**src/rtl/capchain_pkg.sv**
```systemverilog
package capchain_pkg;
  localparam int OFF_W   = 12;
  localparam int CFG_BYTES = 1 << OFF_W;
  localparam int DA_W    = OFF_W - 2;
  localparam int ID_W    = 16;
  localparam int VER_W   = 4;
  localparam int MIN_CAP = 8;

  typedef enum logic [2:0] {
    ST_IDLE, ST_CHK, ST_RD, ST_EVAL, ST_WR_TAIL, ST_WR_NEW, ST_SWEEP, ST_FIN
  } walk_st_t;

  typedef struct packed {
    logic [OFF_W-1:0] nxt;
    logic [VER_W-1:0] ver;
    logic [ID_W-1:0]  id;
  } cap_hdr_t;
endpackage

```
**src/rtl/capchain_ptr_check.sv**
```systemverilog
module capchain_ptr_check
  import capchain_pkg::*;
#(
  parameter int LIST_BASE = 256
) (
  input  logic [OFF_W-1:0] ptr,
  output logic             ok
);
  localparam logic [OFF_W-1:0] LO = OFF_W'(LIST_BASE);
  localparam logic [OFF_W-1:0] HI = OFF_W'(CFG_BYTES - MIN_CAP);

  always_comb begin
    ok = (ptr >= LO) && (ptr <= HI) && (ptr[1:0] == 2'b00);
  end
endmodule

```
**src/rtl/capchain_hop_guard.sv**
```systemverilog
module capchain_hop_guard #(
  parameter int HOP_LIMIT = 1024
) (
  input  logic clk,
  input  logic rst_n,
  input  logic clr,
  input  logic step,
  output logic at_limit
);
  localparam int CW = $clog2(HOP_LIMIT + 1);
  localparam logic [CW-1:0] LIMIT = CW'(HOP_LIMIT);

  logic [CW-1:0] cnt_q, cnt_d;

  always_comb begin
    cnt_d = cnt_q;
    if (clr)
      cnt_d = '0;
    else if (step && (cnt_q != LIMIT))
      cnt_d = cnt_q + 1'b1;
  end

  always_ff @(posedge clk or negedge rst_n) begin
    if (!rst_n) cnt_q <= '0;
    else        cnt_q <= cnt_d;
  end

  assign at_limit = (cnt_q == LIMIT);
endmodule

```
**src/rtl/capchain_mask_sweep.sv**
```systemverilog
module capchain_mask_sweep
  import capchain_pkg::*;
(
  input  logic            clk,
  input  logic            rst_n,
  input  logic            start,
  input  logic [DA_W-1:0] base,
  input  logic [DA_W:0]   count,
  output logic            we,
  output logic [DA_W-1:0] addr,
  output logic            last
);
  logic [DA_W:0]   left_q, left_d;
  logic [DA_W-1:0] addr_q, addr_d;

  always_comb begin
    left_d = left_q;
    addr_d = addr_q;
    if (start) begin
      left_d = count;
      addr_d = base;
    end else if (left_q != '0) begin
      left_d = left_q - 1'b1;
      addr_d = addr_q + 1'b1;
    end
  end

  always_ff @(posedge clk or negedge rst_n) begin
    if (!rst_n) begin
      left_q <= '0;
      addr_q <= '0;
    end else begin
      left_q <= left_d;
      addr_q <= addr_d;
    end
  end

  assign we   = (left_q != '0);
  assign addr = addr_q;
  assign last = (left_q == {{DA_W{1'b0}}, 1'b1});
endmodule

```
**src/rtl/capchain_walker.sv**
```systemverilog
module capchain_walker
  import capchain_pkg::*;
#(
  parameter int LIST_BASE = 256,
  parameter int HOP_LIMIT = 1024
) (
  input  logic             clk,
  input  logic             rst_n,
  input  logic             cmd_valid,
  input  logic             cmd_add,
  input  logic [15:0]      cmd_id,
  input  logic [3:0]       cmd_ver,
  input  logic [11:0]      cmd_off,
  input  logic [12:0]      cmd_size,
  output logic             busy,
  output logic             done,
  output logic             err,
  output logic [11:0]      res_off,
  output logic [11:0]      res_prev,
  output logic             cfg_rd_en,
  output logic             cfg_wr_en,
  output logic [9:0]       cfg_addr,
  output logic [31:0]      cfg_wdata,
  input  logic [31:0]      cfg_rdata,
  output logic             msk_clr_en,
  output logic [9:0]       msk_clr_addr
);
  localparam logic [OFF_W-1:0] BASE_OFF  = OFF_W'(LIST_BASE);
  localparam logic [OFF_W+1:0] SPACE_END = (OFF_W+2)'(CFG_BYTES);
  localparam logic [OFF_W:0]   MIN_SIZE  = (OFF_W+1)'(MIN_CAP);

  walk_st_t state_q, state_d;
  logic [OFF_W-1:0] cur_q, cur_d, prev_q, prev_d;
  logic [OFF_W-1:0] off_q, off_d, nnext_q, nnext_d;
  logic [OFF_W-1:0] res_off_q, res_off_d, res_prev_q, res_prev_d;
  logic [OFF_W:0]   size_q, size_d;
  logic [ID_W-1:0]  id_q, id_d;
  logic [VER_W-1:0] ver_q, ver_d;
  logic [19:0]      hdr_lo_q, hdr_lo_d;
  logic add_q, add_d, head_q, head_d, first_q, first_d, err_q, err_d;

  logic             hop_clr, hop_step, hop_limit;
  logic             sweep_start, sweep_last;
  logic             nx_ok, add_bad;
  logic [OFF_W+1:0] end_sum;
  logic [DA_W:0]    sweep_cnt;
  logic [ID_W-1:0]  srch_id;
  cap_hdr_t         rhdr;

  assign rhdr      = cap_hdr_t'(cfg_rdata);
  assign srch_id   = add_q ? '0 : id_q;
  assign end_sum   = {2'b00, off_q} + {1'b0, size_q};
  assign add_bad   = (size_q < MIN_SIZE) || (end_sum >= SPACE_END) ||
                     (off_q < BASE_OFF) || (off_q[1:0] != 2'b00);
  assign sweep_cnt = size_q[OFF_W:2] + {{DA_W{1'b0}}, |size_q[1:0]};

  capchain_ptr_check #(.LIST_BASE(LIST_BASE)) ptr_chk_i (
    .ptr (rhdr.nxt),
    .ok  (nx_ok)
  );

  capchain_hop_guard #(.HOP_LIMIT(HOP_LIMIT)) hop_i (
    .clk      (clk),
    .rst_n    (rst_n),
    .clr      (hop_clr),
    .step     (hop_step),
    .at_limit (hop_limit)
  );

  capchain_mask_sweep sweep_i (
    .clk   (clk),
    .rst_n (rst_n),
    .start (sweep_start),
    .base  (off_q[OFF_W-1:2]),
    .count (sweep_cnt),
    .we    (msk_clr_en),
    .addr  (msk_clr_addr),
    .last  (sweep_last)
  );

  // next-state logic
  always_comb begin
    state_d = state_q;  cur_d = cur_q;   prev_d = prev_q;
    off_d   = off_q;    nnext_d = nnext_q; size_d = size_q;
    id_d    = id_q;     ver_d = ver_q;   hdr_lo_d = hdr_lo_q;
    add_d   = add_q;    head_d = head_q; first_d = first_q;
    err_d   = err_q;    res_off_d = res_off_q; res_prev_d = res_prev_q;
    hop_clr = 1'b0;     hop_step = 1'b0; sweep_start = 1'b0;

    unique case (state_q)
      ST_IDLE: begin
        if (cmd_valid) begin
          add_d  = cmd_add;  id_d   = cmd_id;   ver_d = cmd_ver;
          off_d  = cmd_off;  size_d = cmd_size; err_d = 1'b0;
          state_d = ST_CHK;
        end
      end
      ST_CHK: begin
        cur_d   = BASE_OFF;
        prev_d  = '0;
        first_d = 1'b1;
        hop_clr = 1'b1;
        head_d  = add_q && (off_q == BASE_OFF);
        if (add_q && add_bad) begin
          err_d = 1'b1; res_off_d = '0; res_prev_d = '0;
          state_d = ST_FIN;
        end else begin
          state_d = ST_RD;
        end
      end
      ST_RD: state_d = ST_EVAL;
      ST_EVAL: begin
        if (add_q && head_q) begin
          nnext_d = rhdr.nxt;
          state_d = ST_WR_NEW;
        end else if (first_q && (cfg_rdata == '0)) begin
          err_d = add_q; res_off_d = '0; res_prev_d = '0;
          state_d = ST_FIN;
        end else if (rhdr.id == srch_id) begin
          err_d      = add_q;
          res_off_d  = add_q ? '0 : cur_q;
          res_prev_d = add_q ? '0 : prev_q;
          state_d    = ST_FIN;
        end else if (rhdr.nxt == '0) begin
          if (add_q) begin
            hdr_lo_d = cfg_rdata[19:0];
            state_d  = ST_WR_TAIL;
          end else begin
            res_off_d = '0; res_prev_d = cur_q;
            state_d = ST_FIN;
          end
        end else if (!nx_ok || hop_limit) begin
          err_d = 1'b1; res_off_d = '0; res_prev_d = '0;
          state_d = ST_FIN;
        end else begin
          hop_step = 1'b1;
          prev_d   = cur_q;
          cur_d    = rhdr.nxt;
          first_d  = 1'b0;
          state_d  = ST_RD;
        end
      end
      ST_WR_TAIL: begin
        prev_d  = cur_q;
        nnext_d = '0;
        state_d = ST_WR_NEW;
      end
      ST_WR_NEW: begin
        sweep_start = 1'b1;
        state_d = ST_SWEEP;
      end
      ST_SWEEP: begin
        if (sweep_last) begin
          res_off_d = off_q; res_prev_d = prev_q;
          state_d = ST_FIN;
        end
      end
      ST_FIN:  state_d = ST_IDLE;
      default: state_d = ST_IDLE;
    endcase
  end

  // state registers
  always_ff @(posedge clk or negedge rst_n) begin
    if (!rst_n) begin
      state_q <= ST_IDLE;  cur_q <= '0;   prev_q <= '0;
      off_q   <= '0;       nnext_q <= '0; size_q <= '0;
      id_q    <= '0;       ver_q <= '0;   hdr_lo_q <= '0;
      add_q   <= 1'b0;     head_q <= 1'b0; first_q <= 1'b0;
      err_q   <= 1'b0;     res_off_q <= '0; res_prev_q <= '0;
    end else begin
      state_q <= state_d;  cur_q <= cur_d; prev_q <= prev_d;
      off_q   <= off_d;    nnext_q <= nnext_d; size_q <= size_d;
      id_q    <= id_d;     ver_q <= ver_d; hdr_lo_q <= hdr_lo_d;
      add_q   <= add_d;    head_q <= head_d; first_q <= first_d;
      err_q   <= err_d;    res_off_q <= res_off_d; res_prev_q <= res_prev_d;
    end
  end

  // port decode
  always_comb begin
    cfg_addr  = cur_q[OFF_W-1:2];
    cfg_wdata = {off_q, hdr_lo_q};
    if (state_q == ST_WR_NEW) begin
      cfg_addr  = off_q[OFF_W-1:2];
      cfg_wdata = {nnext_q, ver_q, id_q};
    end
  end

  assign busy      = (state_q != ST_IDLE);
  assign done      = (state_q == ST_FIN);
  assign err       = err_q;
  assign res_off   = res_off_q;
  assign res_prev  = res_prev_q;
  assign cfg_rd_en = (state_q == ST_RD);
  assign cfg_wr_en = (state_q == ST_WR_TAIL) || (state_q == ST_WR_NEW);
endmodule

```
**config.mk**
```make
export PLATFORM = sky130hd
export DESIGN_NAME = capchain_walker
export DESIGN_NICKNAME = d
export VERILOG_FILES = /design/src/rtl/capchain_pkg.sv /design/src/rtl/capchain_ptr_check.sv /design/src/rtl/capchain_hop_guard.sv /design/src/rtl/capchain_mask_sweep.sv /design/src/rtl/capchain_walker.sv
export SDC_FILE = /design/constraint.sdc
export NUM_CORES = 1
export LEC_CHECK = 0
export BUFFER_PORTS_ARGS = -buffer_cell sky130_fd_sc_hd__buf_2
export CAP_MARGIN = 20
export CORE_AREA = 2 2 119 167
export DETAILED_ROUTE_END_ITERATION = 7
export DIE_AREA = 0 0 121 169
export PLACE_DENSITY = 0.71
export SYNTH_ARGS = -nofsm -noshare
export SYNTH_HDL_FRONTEND = slang
export SYNTH_HIERARCHICAL = 1
export SYNTH_SLANG_ARGS = --single-unit
```
**constraint.sdc**
```tcl
create_clock -name clk -period 4.15 [get_ports clk]
set_input_delay 0 -clock clk [delete_from_list [all_inputs] [get_ports clk]]
set_output_delay 0 -clock clk [all_outputs]
set_load 0.02 [all_outputs]
```
==> results of run 1 <==
-- power groups by stage --
stage,combinational (mW),sequential (mW),clock [mW]
final,3.28,2.97,1.59
after global routing,3.59,3.07,1.70
after CTS,3.28,2.96,1.62
after detailed placement,3.20,2.99,0
after global placement,3.14,2.95,0
after floorplan,2.33,2.85,0
-- metal layers --
metal | vias to the layer above | wire (microns) | global-route usage
met1 | 3904 | 10500 | 0.306
met2 | 245 | 13000 | 0.433
li1 | 3683 | - | -
met5 | - | 0 | 0
met3 | 54 | 1530 | 0.0691
met4 | 0 | 838 | 0.111
-- synth_stat cells (3+ instances only) --
master,count
a41oi_1,3
mux2i_1,5
mux2_2,108
and2_1,3
nand2_1,77
a31oi_1,8
a32oi_2,4
a22o_1,24
mux2_1,6
mux2_4,20
nand2b_1,4
nand4_1,17
a21oi_1,19
o21ai_0,54
ha_1,19
or3_1,6
nor4_1,18
o31ai_1,8
nor4b_1,3
xnor2_1,18
nor2b_1,7
nor2_1,53
and4_1,4
a21o_1,4
nor3_1,5
nor4b_2,7
nor4_4,3
clkbuf_1,23
or4_1,6
buf_6,7
and3_1,4
o21ai_1,3
inv_1,15
xor2_1,7
a22oi_1,35
buf_2,8
dfrtp_1,164
a32oi_1,4
nand3_1,36
buf_1,7
-- stage by stage --
step                      area, sq um  setup slack, ns
after floorplan                  9280             1.35
after CTS                       11700            0.738
after global routing            11700            0.590
after global placement          10300            0.852
after detailed placement        10300            0.763
final                           11700            0.757
-- flip-flops by register name, summed over array words and instances (netlist names), 3 cells and up --
| name | flops |
|---|---|
| off_q | 12 |
| state_q | 3 |
| cur_q | 12 |
| hdr_lo_q | 20 |
| sweep_i/addr | 10 |
| hop_i/cnt_q | 11 |
| sweep_i/left_q | 11 |
| ver_q | 4 |
| prev_q | 12 |
| nnext_q | 12 |
| id_q | 16 |
| res_off | 12 |
| size_q | 13 |
| res_prev | 12 |
-- timing repair --
item | 4_1_cts | 5_1_grt
hold endpoints to repair | 174 | 0
hold buffers | 80 | 0
buffers inserted | 0 | 0
-- worst max-delay path: cells and delay by family, from the launching register on --
kind                       cells  cell delay, ns
and+or+nand+nor                3            0.97
AOI/OAI and AO/OA              3            0.64
buffers and inverters          1            0.28
adders and majority gates      2            0.64
muxes                          1            0.31
DFF                            1            0.44
-- final cells by class --
class | instances | area (sq um)
Clock buffer | 17 | 425
Clock inverter | 15 | 158
Fill cell | 1533 | 7310
Inverter | 17 | 66.3
Multi-Input combinational cell | 636 | 4890
Sequential cell | 164 | 4100
Tap cell | 248 | 310
Timing Repair Buffer | 257 | 1730
-- path summary, 6_finish.rpt --
path                             endpoint  slack (ns)  cells past startpoint
max                            res_off[6]        0.76                     10
min                               id_q[9]        0.19                      2
max reg2reg                    res_off[6]        0.76                     10
min reg2reg                  hdr_lo_q[19]        0.49                      1
max in group asynchronous  hop_i/cnt_q[5]        2.87                      3
min in group clk                 ver_q[2]        0.33                      3
-- logic make-up (layout without fill, tap and decap cells) --
logic type | Yosys count | in the layout | synth area share
fa+ha+maj | 20 | 20 | 0.0278
buf+inv | 62 | 306 | 0.0321
xor+xnor | 25 | 25 | 0.0236
compound gates | 185 | 185 | 0.139
simple gates | 267 | 267 | 0.159
flops | 164 | 164 | 0.442
mux | 139 | 139 | 0.176
==> flow_metrics.py, run 1 <==
metrics = {
    "pwr": {
        "clkPwrFrac": 0.203,
        "p_total_mw": 7.85,
        "switching_share": 0.424,
        "pwr-share-seq": 0.379,
        "leakagePower_nw": 5.41,
        "powerDensity_nw_per_um2": 672,
        "p_int_mw": 4.52,
        "p_sw_mw": 3.33,
        "combPwrFrac": 0.418,
        "ir_drop_v": 0.000342,
    },
    "die": {
        "dieHeight_microns": 169,
        "core_sq_um": 19000,
        "start_util": 0.488,
        "dieArea_sq_um": 20400,
        "io_pins": 163,
        "row_count": 60,
        "dieWidth_microns": 121,
    },
    "cells_and_area": {
        "final_cells": 1354,
        "final_cell_mix": "dfrtp_1 (164), buf_2 (161), mux2_2 (108)",
        "n_antenna_cell": 0,
        "final_util": 0.615,
        "drive_gt1_frac": 0.335,
        "nets": 1194,
        "syn2layout_area_growth_pct": 26.0,
        "layout_commonest_cell": "dfrtp_1",
    },
    "yosys": {
        "synth_top_cell_area_share": 0.442,
        "synth_cells": 862,
        "synth_area_sq_um": 9280,
        "synthTopCellsByArea": "dfrtp_1 (44%), mux2_2 (13%), mux2_4 (3.2%)",
        "synth-async-reset-ratio": 1.00,
        "yosysTopAreaCell": "dfrtp_1",
        "syn_area_per_cell_sq_um": 10.8,
        "synth_seq_cells": 164,
        "synth.distinct_cells": 67,
        "yosysSeqAreaShare": 0.442,
        "synth_edf_count": 0,
        "synth_ff_type": "dfrtp_1",
        "syn_nets": 963,
        "yosysWarnings": 6,
    },
    "sta": {
        "hold_violations": 0,
        "slew_headroom": 0.313,
        "fin_tns_setup_ns": 0,
        "setup_violations": 0,
        "rsz0062_at_grt": "no",
        "period_share": 0.818,
        "finClkSkew_ns": 0.0155,
        "slew_viol_final": 0,
        "worst_pin_slew_ns": 1.03,
        "holdWs_ns": 0.187,
        "fmax_ghz": 0.295,
        "fin_crit_ns": 3.39,
    },
    "place": {
        "dp_hpwl_mm": 17.6,
        "dp.cells": 1242,
        "gp_congestion": 0.884,
        "port_buffers": 162,
    },
    "critical_path": {
        "setup.worst_path.start_class": "register",
        "slowest_stage": "or4_1",
        "required_ns": 4.47,
        "critPathArrivalTime_ns": 3.72,
        "crit_fanout": 14,
        "worstSetupEndpointType": "register",
        "crit_path_start": "off_q[0]",
        "worstReg2RegStart": "off_q[0]",
        "path_class": "register to register",
        "slowest_delay_ns": 0.48,
        "cp_cell_sequence": "ha_1, fa_1, a211oi_1, nor3b_1, or4_1, a21oi_1, o21ai_1, nand3_2, buf_4, mux2_4",
    },
    "clock_network": {
        "clk_latency_ns": 0.44,
        "clockBufferDepth": 2,
        "htree_levels": 4,
        "cts-resized-gates": 0,
        "numCtsBuffers": 17,
        "clock_sinks": 164,
        "cts_tree": "done",
        "root_buffer": "clkbuf_16",
        "clkSlewWorstSetupHoldPaths_ns": 0.07,
    },
    "run_status": {
        "status": "finished, final reports clean",
    },
    "run": {
        "drv_cap": 0,
    },
    "route": {
        "dr.pass1.iters": 5,
        "antenna_left": 0,
        "drtIter0Drc": 521,
        "vias_per_cell": 5.82,
        "avgRoutedWirePerCell_microns": 19.1,
        "wirelength_mm": 25.9,
        "drc_errors": 0,
        "vias": 7886,
    },
    "global_route": {
        "grt_pass1_vias": 7905,
        "grt_use_total": 0.257,
        "grt_pass1_wl_mm": 41.2,
        "grt_max_degree": 87,
        "grt_overflow": 0,
        "antenna_found_initial": 0,
    },
    "worst_hold_path": {
        "holdCritPathClass": "input pin to async pin",
    },
}
Power figures use the tool's default switching activity.
==> run 2, diff against run 1 <==
Clock period 4.15 ns to 3.5 ns, I/O delays scaled along.
==> flow_metrics.py, run 2 (synthesized netlist as in run 1, its figures left out) <==
metrics = {
    "sta": {
        "fin_tns_setup_ns": 0,
        "worst_pin_slew_ns": 0.999,
        "slew_headroom": 0.334,
        "setup_violations": 0,
        "fmax_ghz": 0.328,
        "hold_violations": 0,
        "slew_viol_final": 0,
        "rsz0062_at_grt": "no",
        "holdWs_ns": 0.147,
        "period_share": 0.871,
        "fin_crit_ns": 3.05,
        "setup_ws_ns": 0.451,
        "finClkSkew_ns": 0.0108,
    },
    "route": {
        "wirelength_mm": 26.1,
        "drtIter0Drc": 532,
        "antenna_left": 0,
        "drc_errors": 0,
        "avgRoutedWirePerCell_microns": 19.3,
        "vias": 7954,
        "vias_per_cell": 5.87,
        "dr.pass1.iters": 5,
    },
    "critical_path": {
        "critPathArrivalTime_ns": 3.37,
        "path_class": "register to register",
        "cp_cell_sequence": "buf_4, clkinv_1, nand4_1, a32oi_2, nand4_4, nand4_1, nor2_1, inv_1, a41oi_1, mux2_2",
        "reg2reg_to": "hop_i/cnt_q[0]",
        "slowest_stage": "nor2_1",
        "worstReg2RegStart": "add_q",
        "reg2reg_slack_ns": 0.45,
        "crit_fanout": 26,
        "worstSetupEndpointType": "register",
        "setup.worst_path.start_class": "register",
        "ff2ff_path_depth": 10,
        "cp_common_cell": "nand4_1",
        "slowest_delay_ns": 0.45,
        "required_ns": 3.82,
    },
    "clock_network": {
        "root_buffer": "clkbuf_16",
        "clockBufferDepth": 2,
        "clock_sinks": 164,
        "htree_levels": 4,
        "cts_tree": "done",
        "cts_setup_buffers": 0,
        "cts-resized-gates": 0,
        "numCtsBuffers": 17,
        "cts_hold_buffers": 80,
        "clkSlewWorstSetupHoldPaths_ns": 0.07,
        "clk_latency_ns": 0.44,
    },
    "cells_and_area": {
        "nets": 1194,
        "final_cell_mix": "dfrtp_1 (164), buf_2 (161), mux2_2 (108)",
        "largestRegisters": "hdr_lo_q: 20 flops, id_q: 16 flops, size_q: 13 flops",
        "final_util": 0.620,
        "layout_commonest_cell": "dfrtp_1",
        "largest_reg_flops": 20,
        "syn2layout_area_growth_pct": 26.9,
        "top_register": "hdr_lo_q",
        "drive_gt1_frac": 0.334,
        "n_antenna_cell": 0,
    },
    "pwr": {
        "p_total_mw": 9.50,
        "ir_drop_v": 0.000369,
        "powerDensity_nw_per_um2": 807,
        "leakagePower_nw": 5.44,
    },
    "global_route": {
        "grt_max_degree": 73,
        "grt_use_total": 0.261,
        "grt_pass1_vias": 7868,
        "antenna_found_initial": 0,
        "grt_overflow": 0,
        "grt_pass1_wl_mm": 41.7,
    },
    "die": {
        "io_pins": 163,
        "core_sq_um": 19000,
        "row_count": 60,
        "dieWidth_microns": 121,
        "dieHeight_microns": 169,
        "dieArea_sq_um": 20400,
        "start_util": 0.488,
    },
    "place": {
        "port_buffers": 162,
        "pre_cts_slack_ns": 0.491,
        "dp_hpwl_mm": 17.7,
        "gp_congestion": 0.860,
    },
    "run": {
        "drv_cap": 0,
    },
    "run_status": {
        "status": "finished, final reports clean",
    },
    "worst_hold_path": {
        "holdCritPathClass": "input pin to async pin",
    },
}
-- run 2: cell count changes in the layout (fill, tap and decap cells not counted), sizes merged --
cell / delta
clkinv: +3
bufinv: +3
clkbuf: +1
clkinvlp: +1
inv: -8
-- run 2: final cells by class --
type	count	area, sq um
multi-input combinational	636	4890
tap	248	310
clock inverter	14	200
clock buffer	18	429
timing repair buffer	257	1770
sequential	164	4100
inverter	17	66.3
fill	1544	7220
-- run 2: through the flow --
stage               cells  cell area (sq um)
floorplan             862               9280
global placement     1242              10300
detailed placement   1242              10300
CTS                  1354              11800
global route         1354              11800
finish               1354              11800
-- run 2: critical path, delay by kind of cell, from the launching register on --
family          cells  cell delay (ns)
simple gates        4             0.93
buf+inv             3             0.79
compound gates      2             0.49
mux                 1             0.37
flops               1             0.33
-- run 2: report_power, final --
group          leakage [nW]  switching (mW)  total (mW)  internal (mW)
logic                  3.05            2.09        3.91           1.82
clock network         0.298           0.827        2.03           1.20
registers              2.08            1.01        3.56           2.55
total                  5.44            3.93        9.50           5.58
-- run 2: layer usage --
layer | vias up | global-route usage | part of all wire
li1 | 3692 | - | -
met1 | 3888 | 0.320 | 0.41
met2 | 300 | 0.441 | 0.50
met3 | 74 | 0.0526 | 0.056
met4 | 0 | 0.122 | 0.035
met5 | - | 0 | 0
-- run 2: worst max-delay path by stage --
stage           from              to  slack (ns)  cells past startpoint
2_1_floorplan  add_q  hop_i/cnt_q[0]        0.70                     11
3_3_place_gp   add_q  hop_i/cnt_q[0]        0.57                     10
3_5_place_dp   add_q  hop_i/cnt_q[0]        0.49                     10
4_1_cts        add_q  hop_i/cnt_q[0]        0.46                     10
5_1_grt        add_q  hop_i/cnt_q[0]        0.20                     10
6_report       add_q  hop_i/cnt_q[0]        0.45                     10
